==> src/rtl/afsk_pkg.sv <==
package afsk_pkg;
    typedef enum logic [1:0] {
        S_IDLE  = 2'd0,
        S_FILT  = 2'd1,
        S_TRACK = 2'd2
    } seq_state_t;
endpackage

==> src/rtl/afsk_discrim.sv <==
module afsk_discrim #(
    parameter int SAMPLE_W = 8,
    parameter int ACC_W    = 16,
    parameter int DELAY    = 4
) (
    input  logic                       clk,
    input  logic                       rst_n,
    input  logic                       accept,
    input  logic                       filt_en,
    input  logic signed [SAMPLE_W-1:0] sample_in,
    output logic [2:0]                 slices
);
    localparam int EXT_W = ACC_W - SAMPLE_W;

    logic signed [SAMPLE_W-1:0] dly_q [DELAY];
    logic signed [ACC_W-1:0]    cur_ext, tap_ext, prod, x_new;
    logic signed [ACC_W-1:0]    x_prev_q, x_cur_q, y_q, y_next;

    // half-bit delayed product
    always_comb begin
        cur_ext = {{EXT_W{sample_in[SAMPLE_W-1]}}, sample_in};
        tap_ext = {{EXT_W{dly_q[DELAY-1][SAMPLE_W-1]}}, dly_q[DELAY-1]};
        prod    = cur_ext * tap_ext;
        x_new   = prod >>> 2;
    end

    // shift-and-add low-pass
    always_comb begin
        y_next = x_prev_q + x_cur_q + (y_q >>> 1) + (y_q >>> 3) + (y_q >>> 5);
    end

    generate
        for (genvar i = 0; i < DELAY; i++) begin : g_dly
            always_ff @(posedge clk) begin
                if (!rst_n) begin
                    dly_q[i] <= '0;
                end else if (accept) begin
                    if (i == 0) dly_q[i] <= sample_in;
                    else        dly_q[i] <= dly_q[i-1];
                end
            end
        end
    endgenerate

    always_ff @(posedge clk) begin
        if (!rst_n) begin
            x_prev_q <= '0;
            x_cur_q  <= '0;
            y_q      <= '0;
            slices   <= '0;
        end else begin
            if (accept) begin
                x_prev_q <= x_cur_q;
                x_cur_q  <= x_new;
            end
            if (filt_en) begin
                y_q    <= y_next;
                slices <= {slices[1:0], (y_next > 0)};
            end
        end
    end
endmodule

==> src/rtl/afsk_bitsync.sv <==
module afsk_bitsync #(
    parameter int SPB        = 8,
    parameter int PHASE_STEP = 8,
    parameter int NUDGE      = 1
) (
    input  logic       clk,
    input  logic       rst_n,
    input  logic       track_en,
    input  logic [2:0] slices,
    output logic       bit_valid,
    output logic       bit_out
);
    localparam int PHASE_MAX = SPB * PHASE_STEP;
    localparam int PHASE_THR = PHASE_MAX / 2;
    localparam int PW        = $clog2(PHASE_MAX + PHASE_STEP + NUDGE + 1);

    logic [PW-1:0] phase_q, phase_adj, phase_sum, phase_next;
    logic          edge_seen, emit, raw_bit, prev_bit_q;

    always_comb begin
        edge_seen = slices[0] ^ slices[1];
        phase_adj = phase_q;
        if (edge_seen) begin
            if (phase_q < PW'(PHASE_THR)) phase_adj = phase_q + PW'(NUDGE);
            else                          phase_adj = phase_q - PW'(NUDGE);
        end
        phase_sum  = phase_adj + PW'(PHASE_STEP);
        emit       = (phase_sum >= PW'(PHASE_MAX));
        phase_next = emit ? (phase_sum - PW'(PHASE_MAX)) : phase_sum;
        raw_bit    = (slices[0] & slices[1]) | (slices[0] & slices[2])
                   | (slices[1] & slices[2]);
    end

    always_ff @(posedge clk) begin
        if (!rst_n) begin
            phase_q    <= '0;
            prev_bit_q <= 1'b0;
            bit_valid  <= 1'b0;
            bit_out    <= 1'b0;
        end else begin
            bit_valid <= track_en && emit;
            if (track_en) begin
                phase_q <= phase_next;
                if (emit) begin
                    prev_bit_q <= raw_bit;
                    bit_out    <= (raw_bit == prev_bit_q);
                end
            end
        end
    end

    a_r6_phase_range: assert property (@(posedge clk) disable iff (!rst_n)
        phase_q < PW'(PHASE_MAX));
    a_r6_wrap_low: assert property (@(posedge clk) disable iff (!rst_n)
        bit_valid |-> phase_q < PW'(PHASE_STEP + NUDGE));
endmodule

==> src/rtl/afsk_demod.sv <==
module afsk_demod
    import afsk_pkg::*;
#(
    parameter int SAMPLE_W   = 8,
    parameter int ACC_W      = 16,
    parameter int SPB        = 8,
    parameter int PHASE_STEP = 8,
    parameter int NUDGE      = 1
) (
    input  logic                clk,
    input  logic                rst_n,
    input  logic                sample_valid,
    input  logic [SAMPLE_W-1:0] sample_in,
    output logic                bit_valid,
    output logic                bit_out
);
    localparam int DELAY = SPB / 2;

    seq_state_t state_q, state_next;
    logic       accept, filt_en, track_en;
    logic [2:0] slices;

    always_comb begin
        state_next = state_q;
        unique case (state_q)
            S_IDLE:  if (sample_valid) state_next = S_FILT;
            S_FILT:  state_next = S_TRACK;
            S_TRACK: state_next = S_IDLE;
            default: state_next = S_IDLE;
        endcase
    end

    always_ff @(posedge clk) begin
        if (!rst_n) state_q <= S_IDLE;
        else        state_q <= state_next;
    end

    always_comb begin
        accept   = (state_q == S_IDLE) && sample_valid;
        filt_en  = (state_q == S_FILT);
        track_en = (state_q == S_TRACK);
    end

    afsk_discrim #(.SAMPLE_W(SAMPLE_W), .ACC_W(ACC_W), .DELAY(DELAY)) u_discrim (
        .clk       (clk),
        .rst_n     (rst_n),
        .accept    (accept),
        .filt_en   (filt_en),
        .sample_in (sample_in),
        .slices    (slices)
    );

    afsk_bitsync #(.SPB(SPB), .PHASE_STEP(PHASE_STEP), .NUDGE(NUDGE)) u_bitsync (
        .clk       (clk),
        .rst_n     (rst_n),
        .track_en  (track_en),
        .slices    (slices),
        .bit_valid (bit_valid),
        .bit_out   (bit_out)
    );

    a_r2_filt_to_track: assert property (@(posedge clk) disable iff (!rst_n)
        state_q == S_FILT |=> state_q == S_TRACK);
    a_r2_track_to_idle: assert property (@(posedge clk) disable iff (!rst_n)
        state_q == S_TRACK |=> state_q == S_IDLE);
    a_r10_single_pulse: assert property (@(posedge clk) disable iff (!rst_n)
        bit_valid |=> !bit_valid);
    a_r10_after_track: assert property (@(posedge clk) disable iff (!rst_n)
        bit_valid |-> state_q == S_IDLE);
endmodule

==> config.mk <==
export PLATFORM = sky130hd
export DESIGN_NAME = afsk_demod
export DESIGN_NICKNAME = d
export VERILOG_FILES = /design/src/rtl/afsk_pkg.sv /design/src/rtl/afsk_discrim.sv /design/src/rtl/afsk_bitsync.sv /design/src/rtl/afsk_demod.sv
export SDC_FILE = /design/constraint.sdc
export NUM_CORES = 1
export LEC_CHECK = 0
export ABC_AREA = 0
export BUFFER_PORTS_ARGS = -buffer_cell sky130_fd_sc_hd__buf_4
export CORE_UTILIZATION = 25
export CTS_BUF_LIST = sky130_fd_sc_hd__clkbuf_8
export DETAILED_ROUTE_END_ITERATION = 10
export HOLD_SLACK_MARGIN = 0.15
export MAX_ROUTING_LAYER = met4
export PLACE_DENSITY = 0.39
export SLEW_MARGIN = 30
export SYNTH_ARGS = -nofsm -noshare
export SYNTH_HDL_FRONTEND = slang
export SYNTH_SLANG_ARGS = --single-unit
==> constraint.sdc <==
create_clock -name clk -period 7.1 [get_ports clk]
set_input_delay 1.42 -clock clk [delete_from_list [all_inputs] [get_ports clk]]
set_output_delay 1.42 -clock clk [all_outputs]
set_load 0.01 [all_outputs]
==> metrics, run 1 <==
Initial Utilization 25.59%; GR Overflow Total 0; Total GRT Usage 11.13%; status completed; Final ANT Viol Nets 0; worst setup margin 1914 ps; share of layout cells above drive strength 1 5.470%; Filler cells 3,346; Post-layout nets 996; Pleak 4.033 nW; distinct cell type count after synthesis 59; Die ar. 32,190 um^2; IO Pins 13; Max Buffers Root-to-Sink 2; Worst Path Arrival 5450 ps; final non-filler cell total 1,237; GP Congestion 0.7374; Avg Cell Area, Syn 9.480 um^2; Pwr per Cell Area 254.1 nW/um^2; H-tree lvl count 3; Final Instance Area 8613 um^2; DR iter-0 viols 169; Final Hold Fails 0; Seq/Total Area, Yosys 26.97%; post-CTS sizing 0; largest net degree at the start of global routing 66; chip height 179.4 um; total CTS buffers 9; Synth Flop Type dfxtp_1; DR pass1 iterations 4; Synth Warn # 0; Period minus WS final 5186 ps; detailed-route via count 5,261; Inst Count DP 1,221; Cell Area, Placed 8408 um^2; Hold Buf Count CTS 0; drt wl/cell 13.43 um; Final setup viols 0; Netlist Area Pre-Place 7869 um^2; Post-Syn Nets 990; Setup Crit Path Kind reg2reg; Final Max Tran Viols 0; CTS tree built; Area growth, synth to finish 9.461%; Setup TNS 0 ps; CP Data Required Time 7360 ps; clock skew 25.03 ps; Max-Cap Viols 0; CP Launch Type flip-flop; Peak supply drop 89.95 uV; initial antenna violation count 0; vias per cell 4.253; Worst Setup End Kind flip-flop; # Post-CTS Setup Buffers 0; Tcrit/Tclk final 73.04%; number of global-route vias before repair 5,504; clock root buffer clkbuf_8; asr flop ratio synth 0%; Clock transition at path regs 110 ps; clock sinks 90; RSZ-0062 raised after global routing false; Least-Margin Pin Slew 881.3 ps; Mapped Cells 830; Worst Hold Class reg2reg; hpwl dp 13,010 um; Port Buffers 12; Max FO, Critical Path 4; pre-CTS setup slack 1526 ps; Residual DRC 0; max frequency 0.1928 GHz; first-pass GRT wire length 28,300 um; Placement Rows 64; FF+latch count, synth 90; Post-synth EDFFs 32; ANT cells 0; clock latency on the worst-skew pair 380 ps; Die Wd 179.4 um; Core Box Area 30,750 um^2; relative slew slack 41.25%; Routed WL 16,610 um
## registers in the layout, summed over array words and instances (netlist names)
register	cells
u_discrim.dly_q	32
u_discrim.y_q	15
u_discrim.x_cur_q	14
u_discrim.x_prev_q	14
u_bitsync.phase_q	7
u_discrim.slices	3
state_q	2
u_bitsync.bit_out	1
u_bitsync.bit_valid	1
u_bitsync.prev_bit_q	1
## cell usage after synthesis (all sizes together) (7+ instances only)
library cell  instances  area [um^2]
and2                 43        270.3
a22o                 16        140.1
nand2b               14        87.58
o21ai                29        148.9
edfxtp               32        960.9
nand3                11        55.05
nand2                91        341.6
xnor2                31        271.5
inv                 127        476.7
o211ai                7        52.55
a21boi               15        112.6
fa                   82         1642
nor3                 11        60.06
nor2                 25        93.84
and3                 42        262.8
clkbuf               18        67.56
a21oi                24        123.9
dfxtp                58         1161
nor2b                 9        63.81
ha                   67        838.3
xor2                 16        140.1
## worst max-delay path, stage by stage, from the launching register on
cell,delay [ps]
dfxtp_1,380
ha_1,180
inv_1,50
fa_1,390
nor2b_1,170
o31a_1,240
o211ai_1,160
a31oi_1,300
nor2_1,110
fa_1,490
inv_1,50
fa_1,500
inv_1,40
ha_1,320
and4_2,250
a22o_1,200
a311oi_2,320
xor2_1,280
nand4_1,170
o41ai_2,380
a21oi_1,70
## logic make-up after synthesis
kind of cell | count (synthesis) | synth area share [%]
compound gates | 128 | 11.21
xor+xnor | 47 | 5.231
fa+ha+maj | 149 | 31.52
buf+inv | 149 | 7.171
flops | 90 | 26.97
mux | 5 | 0.6361
simple gates | 262 | 17.27
## power by group
group / switching (mW) / internal, mW / total, mW / leakage, nW
clock network: 0.227 / 0.150 / 0.377 / 0.106
logic: 0.667 / 0.488 / 1.16 / 3.11
registers: 0.0592 / 0.597 / 0.656 / 0.819
total: 0.954 / 1.24 / 2.19 / 4.03
## metal layers
layer  routed length (um)  vias to the layer above  share of wire (%)  global-route usage, %
met5                    0                        -                  0                      -
met4                  152                        0               0.91                  2.276
met3                  230                       10                1.4                  1.519
met2                 7566                       25                 46                  18.05
met1                 8665                     2483                 52                  14.82
li1                     -                     2743                  -                      -
## layout make-up
class | count | area, um^2 | area share [%]
Clock buffer | 10 | 137.6 | 1.598
Inverter | 128 | 480.5 | 5.578
Multi-Input combinational cell | 591 | 5190 | 60.26
Tap cell | 396 | 495.5 | 5.752
Clock inverter | 6 | 67.56 | 0.7844
Sequential cell | 90 | 2122 | 24.64
Timing Repair Buffer | 16 | 120.1 | 1.395
## placed cells by master (no fill, tap or decap), types with 10 or more instances in the layout
cell type / n
a21boi_0: 15
clkbuf_8: 10
buf_4: 16
nor2_1: 25
and2_1: 42
xor2_1: 16
a22o_1: 16
a21oi_1: 23
nor3_1: 10
fa_1: 82
ha_1: 67
edfxtp_1: 32
nand2b_1: 14
dfxtp_1: 58
xnor2_1: 31
o21ai_0: 26
and3_1: 42
nand2_1: 91
nand3_1: 11
inv_1: 126
## path summary, 6_finish.rpt
kind                   startpoint                   to  depth (start not counted)  slack (ps)
min reg2reg      u_discrim.y_q[3]     u_discrim.y_q[3]                          2         470
max reg2reg  u_discrim.x_cur_q[0]  u_discrim.slices[0]                         20        1910
min              u_discrim.y_q[3]     u_discrim.y_q[3]                          2         470
max          u_discrim.x_cur_q[0]  u_discrim.slices[0]                         20        1910
## metrics by stage
step,utilization (%),power (mW),hold slack (ps)
3_5_place_dp,27.34,1.839,459.9
3_3_place_gp,27.34,1.858,456.1
2_1_floorplan,-,1.584,443.5
5_1_grt,28.01,2.426,508.5
4_1_cts,28.01,2.239,476.1
6_report,28.01,2.189,473.2
No activity file was read; power rests on OpenSTA's default activity.
==> inputs of run 2 (changes only) <==
==> constraint.sdc (replaced) <==
create_clock -name clk -period 4.8 [get_ports clk]
set_input_delay 0.96 -clock clk [delete_from_list [all_inputs] [get_ports clk]]
set_output_delay 0.96 -clock clk [all_outputs]
set_load 0.01 [all_outputs]
==> metrics, run 2 (synthesis gave the netlist of run 1 again) <==
status completed; Area growth, synth to finish 16.98%; Residual DRC 0; number of global-route vias before repair 5,749; ANT cells 0; drt wl/cell 13.13 um; CTS tree built; Max-Cap Viols 0; biggest regs u_discrim.dly_q x32, u_discrim.y_q x15; Die Wd 179.4 um; DR pass1 iterations 4; clock sinks 90; hold-critical path depth 2; worst r2r src u_discrim.x_prev_q[0]; GR Overflow Total 0; Pleak 4.330 nW; Core Box Area 30,750 um^2; Least-Margin Pin Slew 956.5 ps; Period minus WS final 4610 ps; vias per cell 4.227; Hold Path Origin u_discrim.y_q[3]; most frequent cells in the layout 123 x inv_1, 91 x nand2_1, 81 x fa_1; clock root buffer clkbuf_8; IO Pins 13; Pwr per Cell Area 386.3 nW/um^2; Metal-1 WL 8812 um; Routed WL 17,080 um; CP Data Required Time 5080 ps; Max Buffers Root-to-Sink 2; Max stage delay cell, worst path fa_1; CP Launch Type flip-flop; Setup Crit Path Kind reg2reg; Net Sw Power 1.506 mW; Filler cells 3,336; total CTS buffers 9; Final Hold Fails 0; GP Congestion 0.7703; Final Instance Area 9205 um^2; Placement Rows 64; Final ANT Viol Nets 0; largest register by flop count u_discrim.dly_q; Seq pwr share 27.2%; first-pass GRT wire length 28,970 um; Met3 Wirelength 275 um; Worst Path Arrival 4890 ps; switching share of power 42.36%; chip height 179.4 um; Peak supply drop 122.9 uV; Total GRT Usage 11.48%; Die ar. 32,190 um^2; Worst Hold Class reg2reg; Clock transition at path regs 110 ps; commonest non-fill, non-tap cell in the layout inv_1; DR iter-0 viols 160; Post-layout nets 1,059; Worst Setup End Kind flip-flop; crit-path max cell delay 530 ps; Tot Pwr 3.556 mW; metal2 WL 7760 um; hold endpoint u_discrim.y_q[3]; Tcrit/Tclk final 96.04%; Largest register FFs 32; Initial Utilization 25.59%; Worst Hold Margin 476.4 ps; Reg-to-Reg End u_discrim.slices[0]; H-tree lvl count 3; clock latency on the worst-skew pair 390 ps; Max FO, Critical Path 3; initial antenna violation count 0; largest net degree at the start of global routing 66; FF/Latch Area 2125 um^2; cells on worst reg2reg path 21; footprint of the multi-input gates 5303 um^2; crit-path cells ha_4 -> inv_2 -> fa_2 -> nor2b_2 -> o31a_1 -> buf_6 -> o211ai_1 -> nand2b_1 -> xor2_2 -> fa_1 -> inv_1 -> fa_1 -> inv_2 -> ha_4 -> and4_4 -> a22o_1 -> a311oi_2 -> xor2_1 -> nand4_1 -> o41ai_2 -> a21oi_1; Cell Area, Placed 8836 um^2; Inst Count DP 1,278; final non-filler cell total 1,300; hpwl dp 13,290 um; detailed-route via count 5,495; share of layout cells above drive strength 1 14.27%; power share of the clock group 15.4%; Port Buffers 12; Setup TNS 0 ps; flop2flop setup slack 190 ps; top sig layer met4; combinational power share 57.4%; Final Max Tran Viols 0; WP buf/inv 4; RSZ-0062 raised after global routing true; Cell Int Power 2.050 mW; delay-heaviest family, CP adder cells; Final setup viols 0; relative slew slack 36.23%; clock skew 29.88 ps; max frequency 0.2169 GHz
## run 2: changes by cell type in the layout (fill, tap and decap cells not counted), sizes merged
| cell | before | now |
|---|---|---|
| clkinv | 4 | 5 |
| clkbuf | 10 | 9 |
| buf | 16 | 79 |
## run 2: timing repair
item,CTS,global route
hold buffers,0,0
endpoints found under the hold margin,0,0
setup endpoints to repair,1,6
pin swaps,6,17
setup buffers,2,4
resized for setup,1,24
## run 2: cell type report
cell class	instances	area share [%]
repair buffers	79	6.484
multi-input cells	591	57.61
well taps	396	5.383
clock inverters	7	0.8835
inverters	128	5.220
clock buffers	9	1.346
flip-flops and latches	90	23.08
## run 2: worst max-delay path by stage
stage	to	depth (start not counted)	start
after global placement	u_discrim.x_cur_q[12]	17	sample_in[1]
after detailed placement	u_discrim.x_cur_q[12]	17	sample_in[1]
final	u_discrim.slices[0]	21	u_discrim.x_prev_q[0]
after CTS	u_discrim.slices[0]	22	u_discrim.x_prev_q[0]
after floorplan	u_discrim.x_cur_q[12]	16	sample_in[1]
after global routing	u_discrim.slices[0]	22	u_discrim.x_prev_q[0]
## run 2: power groups by stage
| stage | logic (mW) | registers (mW) | clock network, mW |
|---|---|---|---|
| finish | 2.04 | 0.969 | 0.546 |
| global route | 2.36 | 0.987 | 0.615 |
| CTS | 1.97 | 0.972 | 0.581 |
| detailed placement | 1.94 | 0.989 | 0 |
| global placement | 1.96 | 0.988 | 0 |
| floorplan | 1.38 | 0.959 | 0 |
## run 2: through the flow
step / setup WS (ps) / utilization [%]
after global placement: -235.8 / 28.74
after global routing: -114.1 / 29.94
after CTS: 5.909 / 29.47
final: 189.9 / 29.94
after floorplan: 148.7 / -
after detailed placement: -253.6 / 28.74
## run 2: worst reg2reg max path, stage by stage, from the launching register on
cell      delay (ps)
dfxtp_2          350
ha_4             150
inv_2             50
fa_2             200
nor2b_2           50
o31a_1           280
buf_6            140
o211ai_1         160
nand2b_1         110
xor2_2           160
fa_1             530
inv_1             50
fa_1             490
inv_2             50
ha_4             220
and4_4           180
a22o_1           200
a311oi_2         330
xor2_1           280
nand4_1          170
o41ai_2          300
a21oi_1           70
## run 2: routing by layer
layer,track usage [%],up-vias
met4,3.000,0
met2,18.33,31
met1,15.12,2576
met5,-,-
met3,1.783,16
li1,-,2872
